===== config.mk =====
export PLATFORM = sky130hd
export DESIGN_NAME = credit_pool_tracker
export DESIGN_NICKNAME = d
export VERILOG_FILES = /design/src/rtl/cpt_pkg.sv /design/src/rtl/cpt_pool.sv /design/src/rtl/cpt_vc_init.sv /design/src/rtl/credit_pool_tracker.sv
export SDC_FILE = /design/constraint.sdc
export NUM_CORES = 2
export LEC_CHECK = 0
export BUFFER_PORTS_ARGS = -buffer_cell sky130_fd_sc_hd__buf_2
export CAP_MARGIN = 20
export CORE_ASPECT_RATIO = 1.25
export CORE_MARGIN = 2
export CORE_UTILIZATION = 65
export CTS_CLUSTER_DIAMETER = 150
export DETAILED_ROUTE_END_ITERATION = 7
export GPL_TIMING_DRIVEN = 0
export PLACE_DENSITY_LB_ADDON = 0.1
export SLEW_MARGIN = 0
export SYNTH_ARGS = -nofsm -noshare
export SYNTH_HDL_FRONTEND = slang
export SYNTH_HIERARCHICAL = 1
export SYNTH_SLANG_ARGS = --single-unit

===== constraint.sdc =====
create_clock -name clk -period 22.2 [get_ports clk]
set_input_delay 3.33 -clock clk [delete_from_list [all_inputs] [get_ports clk]]
set_output_delay 3.33 -clock clk [all_outputs]
set_load 0.02 [all_outputs]

===== src/rtl/cpt_pkg.sv =====
package cpt_pkg;

    localparam int NUM_TYPES = 3;

    typedef enum logic [1:0] {
        CT_POST    = 2'd0,
        CT_NONPOST = 2'd1,
        CT_CMPL    = 2'd2
    } ctype_e;

    typedef enum logic [2:0] {
        ST_DED_P,
        ST_DED_NP,
        ST_DED_CPL,
        ST_SHR_P,
        ST_SHR_NP,
        ST_SHR_CPL,
        ST_READY
    } init_st_e;

endpackage


===== src/rtl/cpt_pool.sv =====
module cpt_pool #(
    parameter  int CRED_W = 10,
    localparam int EW     = CRED_W + 2
) (
    input  logic              clk,
    input  logic              rst_n,
    input  logic              adv_en,
    input  logic [CRED_W-1:0] adv_val,
    input  logic              take_en,
    input  logic [CRED_W-1:0] take_amt,
    input  logic              give_en,
    input  logic [CRED_W-1:0] give_amt,
    output logic [CRED_W-1:0] cnt,
    output logic [CRED_W-1:0] lim
);

    localparam logic [EW-1:0] CAP = EW'({CRED_W{1'b1}});

    logic [EW-1:0]     lim_sum;
    logic [EW-1:0]     cnt_sum;
    logic [CRED_W-1:0] lim_d;
    logic [CRED_W-1:0] cnt_d;

    // Limit grows with each accepted advertisement; the count is charged,
    // credited and clipped to the new limit in one step.
    always_comb begin
        lim_sum = EW'(lim) + (adv_en ? EW'(adv_val) : '0);
        lim_d   = (lim_sum > CAP) ? CAP[CRED_W-1:0] : lim_sum[CRED_W-1:0];
        cnt_sum = EW'(cnt)
                - (take_en ? EW'(take_amt) : '0)
                + (adv_en  ? EW'(adv_val)  : '0)
                + (give_en ? EW'(give_amt) : '0);
        cnt_d   = (cnt_sum > EW'(lim_d)) ? lim_d : cnt_sum[CRED_W-1:0];
    end

    always_ff @(posedge clk or negedge rst_n) begin
        if (!rst_n) begin
            cnt <= '0;
            lim <= '0;
        end else begin
            cnt <= cnt_d;
            lim <= lim_d;
        end
    end

endmodule


===== src/rtl/cpt_vc_init.sv =====
module cpt_vc_init
    import cpt_pkg::*;
(
    input  logic       clk,
    input  logic       rst_n,
    input  logic       adv_hit,
    input  logic [1:0] adv_type,
    input  logic       adv_ded,
    input  logic       allowed,
    output logic       accept,
    output logic       ready
);

    init_st_e st_q, st_d, st_nxt;
    logic     exp_ded;
    ctype_e   exp_type;

    always_ff @(posedge clk or negedge rst_n) begin
        if (!rst_n) st_q <= ST_DED_P;
        else        st_q <= st_d;
    end

    always_comb begin
        exp_ded  = 1'b1;
        exp_type = CT_POST;
        ready    = 1'b0;
        st_nxt   = st_q;
        unique case (st_q)
            ST_DED_P:   begin exp_ded = 1'b1; exp_type = CT_POST;    st_nxt = ST_DED_NP;  end
            ST_DED_NP:  begin exp_ded = 1'b1; exp_type = CT_NONPOST; st_nxt = ST_DED_CPL; end
            ST_DED_CPL: begin exp_ded = 1'b1; exp_type = CT_CMPL;    st_nxt = ST_SHR_P;   end
            ST_SHR_P:   begin exp_ded = 1'b0; exp_type = CT_POST;    st_nxt = ST_SHR_NP;  end
            ST_SHR_NP:  begin exp_ded = 1'b0; exp_type = CT_NONPOST; st_nxt = ST_SHR_CPL; end
            ST_SHR_CPL: begin exp_ded = 1'b0; exp_type = CT_CMPL;    st_nxt = ST_READY;   end
            ST_READY:   begin ready = 1'b1; end
            default:    begin st_nxt = ST_DED_P; end
        endcase
        accept = adv_hit && allowed && !ready
              && (adv_ded == exp_ded) && (adv_type == exp_type);
        st_d   = accept ? st_nxt : st_q;
    end

endmodule


===== src/rtl/credit_pool_tracker.sv =====
module credit_pool_tracker
    import cpt_pkg::*;
#(
    parameter  int NUM_VC = 4,
    parameter  int CRED_W = 10,
    localparam int VC_W   = (NUM_VC > 1) ? $clog2(NUM_VC) : 1
) (
    input  logic              clk,
    input  logic              rst_n,
    input  logic              adv_valid,
    input  logic [VC_W-1:0]   adv_vc,
    input  logic [1:0]        adv_type,
    input  logic              adv_ded,
    input  logic [CRED_W-1:0] adv_value,
    input  logic              req_valid,
    input  logic [VC_W-1:0]   req_vc,
    input  logic [1:0]        req_type,
    input  logic [CRED_W-1:0] req_amt,
    input  logic              ret_valid,
    input  logic [VC_W-1:0]   ret_vc,
    input  logic [1:0]        ret_type,
    input  logic              ret_ded,
    input  logic [CRED_W-1:0] ret_amt,
    output logic              gnt,
    output logic              gnt_ded
);

    logic [NUM_VC-1:0]                              vc_rdy;
    logic [NUM_VC-1:0]                              vc_acc;
    logic [NUM_VC-1:0][NUM_TYPES-1:0][CRED_W-1:0]   ded_cnt;
    logic [NUM_VC-1:0][NUM_TYPES-1:0][CRED_W-1:0]   ded_lim;
    logic [NUM_TYPES-1:0][CRED_W-1:0]               shr_cnt;
    logic [NUM_TYPES-1:0][CRED_W-1:0]               shr_lim;
    logic [NUM_TYPES-1:0]                           inf_q;

    logic [VC_W-1:0]   vi;
    logic [1:0]        ti;
    logic              req_vc_rdy;
    logic              req_ok;
    logic [CRED_W-1:0] ded_avail;
    logic [CRED_W-1:0] shr_avail;
    logic              ded_ok;
    logic              shr_ok;
    logic              take_ded;
    logic              take_shr;

    // Pool selection and the dedicated-first decision.
    always_comb begin
        vi         = (32'(req_vc) < NUM_VC) ? req_vc : '0;
        ti         = (req_type == 2'd3) ? 2'd0 : req_type;
        req_vc_rdy = vc_rdy[vi] && (32'(req_vc) < NUM_VC);
        req_ok     = req_valid && (req_type != 2'd3) && req_vc_rdy;
        ded_avail  = ded_cnt[vi][ti];
        shr_avail  = shr_cnt[ti];
        ded_ok     = ded_avail >= req_amt;
        shr_ok     = inf_q[ti] || (shr_avail >= req_amt);
        take_ded   = req_ok && ded_ok;
        take_shr   = req_ok && !ded_ok && shr_ok;
    end

    always_ff @(posedge clk or negedge rst_n) begin
        if (!rst_n) begin
            gnt     <= 1'b0;
            gnt_ded <= 1'b0;
        end else begin
            gnt     <= take_ded || take_shr;
            gnt_ded <= take_ded;
        end
    end

    // A zero shared advertisement from channel 0 marks the type unlimited.
    always_ff @(posedge clk or negedge rst_n) begin
        if (!rst_n) begin
            inf_q <= '0;
        end else begin
            for (int t = 0; t < NUM_TYPES; t++) begin
                if (vc_acc[0] && !adv_ded && (adv_type == 2'(t)) && (adv_value == '0))
                    inf_q[t] <= 1'b1;
            end
        end
    end

    for (genvar v = 0; v < NUM_VC; v++) begin : g_vc
        cpt_vc_init u_init (
            .clk      (clk),
            .rst_n    (rst_n),
            .adv_hit  (adv_valid && (adv_vc == VC_W'(v))),
            .adv_type (adv_type),
            .adv_ded  (adv_ded),
            .allowed  ((v == 0) ? 1'b1 : vc_rdy[0]),
            .accept   (vc_acc[v]),
            .ready    (vc_rdy[v])
        );
        for (genvar t = 0; t < NUM_TYPES; t++) begin : g_type
            cpt_pool #(.CRED_W(CRED_W)) u_ded (
                .clk      (clk),
                .rst_n    (rst_n),
                .adv_en   (vc_acc[v] && adv_ded && (adv_type == 2'(t))),
                .adv_val  (adv_value),
                .take_en  (take_ded && (vi == VC_W'(v)) && (ti == 2'(t))),
                .take_amt (req_amt),
                .give_en  (ret_valid && ret_ded && (ret_vc == VC_W'(v)) && (ret_type == 2'(t))),
                .give_amt (ret_amt),
                .cnt      (ded_cnt[v][t]),
                .lim      (ded_lim[v][t])
            );
        end
    end

    for (genvar t = 0; t < NUM_TYPES; t++) begin : g_shr
        cpt_pool #(.CRED_W(CRED_W)) u_shr (
            .clk      (clk),
            .rst_n    (rst_n),
            .adv_en   ((|vc_acc) && !adv_ded && (adv_type == 2'(t))),
            .adv_val  (adv_value),
            .take_en  (take_shr && (ti == 2'(t)) && !inf_q[t]),
            .take_amt (req_amt),
            .give_en  (ret_valid && !ret_ded && (ret_type == 2'(t))),
            .give_amt (ret_amt),
            .cnt      (shr_cnt[t]),
            .lim      (shr_lim[t])
        );
    end

endmodule


==> summary.txt <==
Run status
  • Status: finished with violations
  • Failing checks: DRC

Floorplanning
  • Die X: 233 um
  • DIE HEIGHT: 290 um
  • # IOs: 51
  • Die area: 67,400 um2
  • Num rows: 104
  • Starting density of the core: 0.658
  • Core box area: 64,500 um2

Clocking
  • Clock transition at the registers of the reported paths: 0.06 ns
  • Worst-Skew Late Latency: 0.59 ns
  • Total CTS buffers: 41
  • Setup Buffers After CTS: 0
  • Number of levels in the clock H-tree: 2
  • Post-CTS Hold Fix Bufs: 0
  • CTS root buf: clkbuf_16
  • Longest Clk Path Bufs: 3
  • CTS tree: built
  • Post_cts resized: 0
  • Clock sinks: 317

Routing
  • Routed wire length per instance: 21.2 um
  • DRC errors left: 1
  • Vias per std cell: 6.25
  • Final WL: 120,000 um
  • Met3 wire length: 9370 um
  • Routed vias: 35,500
  • Post-DRT Antenna Nets: 0
  • WL met1: 46,400 um
  • Routed length on met2: 56,700 um
  • Top layer in use: met5
  • DR iter-0 viols: 2,453
  • Total iterations of the first detailed-routing run: 8

Pwr
  • Max IR drop VDD: 0.000108 V
  • Leak: 0.0241 uW
  • PwrDens: 106 nW/um2

Timing
  • Final hold slack: 0.490 ns
  • Worst-margin pin slew: 1.20 ns
  • Unrepaired setup endpoints after global routing: false
  • Clock skew: 0.0214 ns
  • Max Clk Rate: 83.0 MHz
  • Setup violators final: 0
  • Final Hold Fails: 0
  • Min Clock Period, post-route: 12.04 ns
  • Final Max Slew Viols: 0
  • Final worst path period share: 0.542
  • Relative slew slack: 0.192
  • Worst Setup Slack, final: 10.16 ns
  • Sum Neg Setup Slack: 0 ns

Worst setup path
  • Req. time, crit path: 22.65 ns
  • Crit-path max FO: 10
  • Critical path's most frequent cell: ha_1
  • Critical Path Sink Type: register
  • WP buf/inv: 6
  • Crit Path Category: in -> reg
  • Critical Path Source Type: input port
  • Crit path max-delay cell type: clkbuf_1
  • Max incr delay on CP: 0.67 ns
  • Crit path max-delay family: compound AO/OA/AOI/OAI gates
  • Critical path data arrival time: 12.50 ns

Yosys
  • Top cells by count, synth: ha_1 (625), nand2_1 (392), inv_1 (382)
  • Syn_nets: 5,544
  • Asr flop ratio synth: 1.00
  • Register area share after synthesis: 0.187
  • Post-synth cell types: 113
  • #FFs+latches synth: 317
  • Syn_area_per_cell: 9.08 um2
  • Most common cell in the netlist: ha_1
  • Share of the synthesized area in the top cell type: 0.187
  • Number of flops mapped to enable cells by yosys: 0
  • Synth top area cells: dfrtp_1 (19%), ha_1 (18%), fa_1 (9.2%), and2_1 (4.4%), nand2_1 (3.5%)
  • Cell taking the most area after synthesis: dfrtp_1
  • Top FF cell, synth: dfrtp_1
  • Cell count after synthesis: 4,675
  • Yosys warnings: 6
  • Synth Cell Area: 42,400 um2

Global routing
  • Number of global-route vias before repair: 35,400
  • Grt ovf: 0
  • First-pass GRT wire length: 188,000 um
  • Initial antenna violation count: 13
  • Largest net degree at the start of global routing: 115
  • GRT Total Usage: 0.361

Layout
  • Final Util: 0.701
  • Nets@finish: 5,643
  • Fill cells: 5,275
  • Area grow syn2layout: 6.59%
  • Area of the multi-input gates: 32,800 um2
  • Seq. cell area: 7930 um2
  • Share of cells above drive strength 1: 0.0982

Hold path
  • Worst Hold Class: reg -> reg

Placed design
  • Port bufs: 48
  • Post-detail-place hpwl: 89,800 um
  • Pre-CTS setup slack: 9.83 ns
  • Routability cong.: 0.960

Job
  • Max Cap Viol: 0
placed cells by master, fill, tap and decap left out, types with 14 or more instances in the layout:
cell type	n
a211oi_1	56
a211oi_2	16
a21o_1	109
a21oi_1	278
a21oi_2	21
a31oi_1	14
and2_1	299
and3_1	34
buf_2	60
clkbuf_1	31
clkbuf_16	43
dfrtp_1	317
diode_2	21
fa_1	195
ha_1	625
inv_1	382
mux2_2	61
mux2_4	53
mux2i_1	81
mux4_2	31
nand2_1	392
nand2b_1	74
nand3_1	45
nand4_1	45
nor2_1	322
nor2b_1	67
nor3_1	56
nor4_1	35
o211ai_1	39
o21a_1	80
o21ai_0	155
o21ai_1	55
o21bai_1	43
or2_2	26
or3_1	20
xnor2_1	162
xor2_1	112
cells by family (layout without fill, tap and decap cells):
group	Yosys count	count (layout)	share of synthesized area
XOR/XNOR	291	291	0.0639
AND/OR/NAND/NOR	1499	1499	0.181
AO/OA/AOI/OAI	1084	1084	0.180
multiplexers	228	228	0.0710
flip-flops	317	317	0.187
buffers and inverters	435	565	0.0415
other	1	22	0.0000884
adder cells (fa/ha/maj)	820	820	0.276
layer usage:
metal / track usage / up-vias
li1: - / 16800
met1: 0.430 / 16900
met2: 0.614 / 1279
met3: 0.0650 / 413
met4: 0.207 / 4
met5: 0 / -
flip-flops by register name (all words and copies together) (netlist names):
| signal | count |
|---|---|
| gnt | 1 |
| g_shr.u_shr/cnt | 30 |
| g_vc.g_type.u_ded/cnt | 120 |
| gnt_ded | 1 |
| g_shr.u_shr/lim | 30 |
| g_vc.u_init/st_q | 12 |
| g_vc.g_type.u_ded/lim | 120 |
| inf_q | 3 |
report_power, final:
part	internal, uW	switching (uW)
sequential	646	48.9
combinational	1560	1880
clock	395	288
total	2600	2210
path summary, 6_finish.rpt:
check | depth (start not counted) | endpoint | slack, ns | startpoint
setup / recovery | 33 | g_shr[2].u_shr/cnt[0] | 10.16 | req_vc[1]
hold / removal | 2 | inf_q[0] | 0.49 | inf_q[0]
setup reg to reg | 31 | g_shr[2].u_shr/cnt[0] | 13.33 | g_vc[3].g_type[1].u_ded/cnt[7]
hold reg to reg | 2 | inf_q[0] | 0.49 | inf_q[0]
max in group asynchronous | 2 | g_shr[2].u_shr/cnt[8] | 18.26 | rst_n
min in group asynchronous | 1 | g_vc[1].g_type[0].u_ded/lim[9] | 2.75 | rst_n
per-stage QoR:
| stage | power [uW] | instance area, um2 | cells |
|---|---|---|---|
| 3_5_place_dp | 4080 | 43800 | 5577 |
| 2_1_floorplan | 3410 | 42400 | 4675 |
| 6_report | 4810 | 45200 | 5674 |
| 3_3_place_gp | 4010 | 43700 | 5571 |
| 5_1_grt | 5180 | 45200 | 5655 |
| 4_1_cts | 4790 | 45200 | 5651 |
worst min-delay path, stage by stage (launching register included):
cell	delay [ns]
dfrtp_1	0.34
inv_1	0.06
o31ai_1	0.06
final cells by class:
cell class              count  area share
diodes                     21     0.00116
plain buffers              53     0.00722
clock buffers              60      0.0272
clock inverters            14     0.00224
inverters                 382      0.0317
multi-input cells        3923       0.724
flip-flops and latches    317       0.175
well taps                 848      0.0235
repair buffers             56     0.00774
Power figures use the tool's default switching activity.
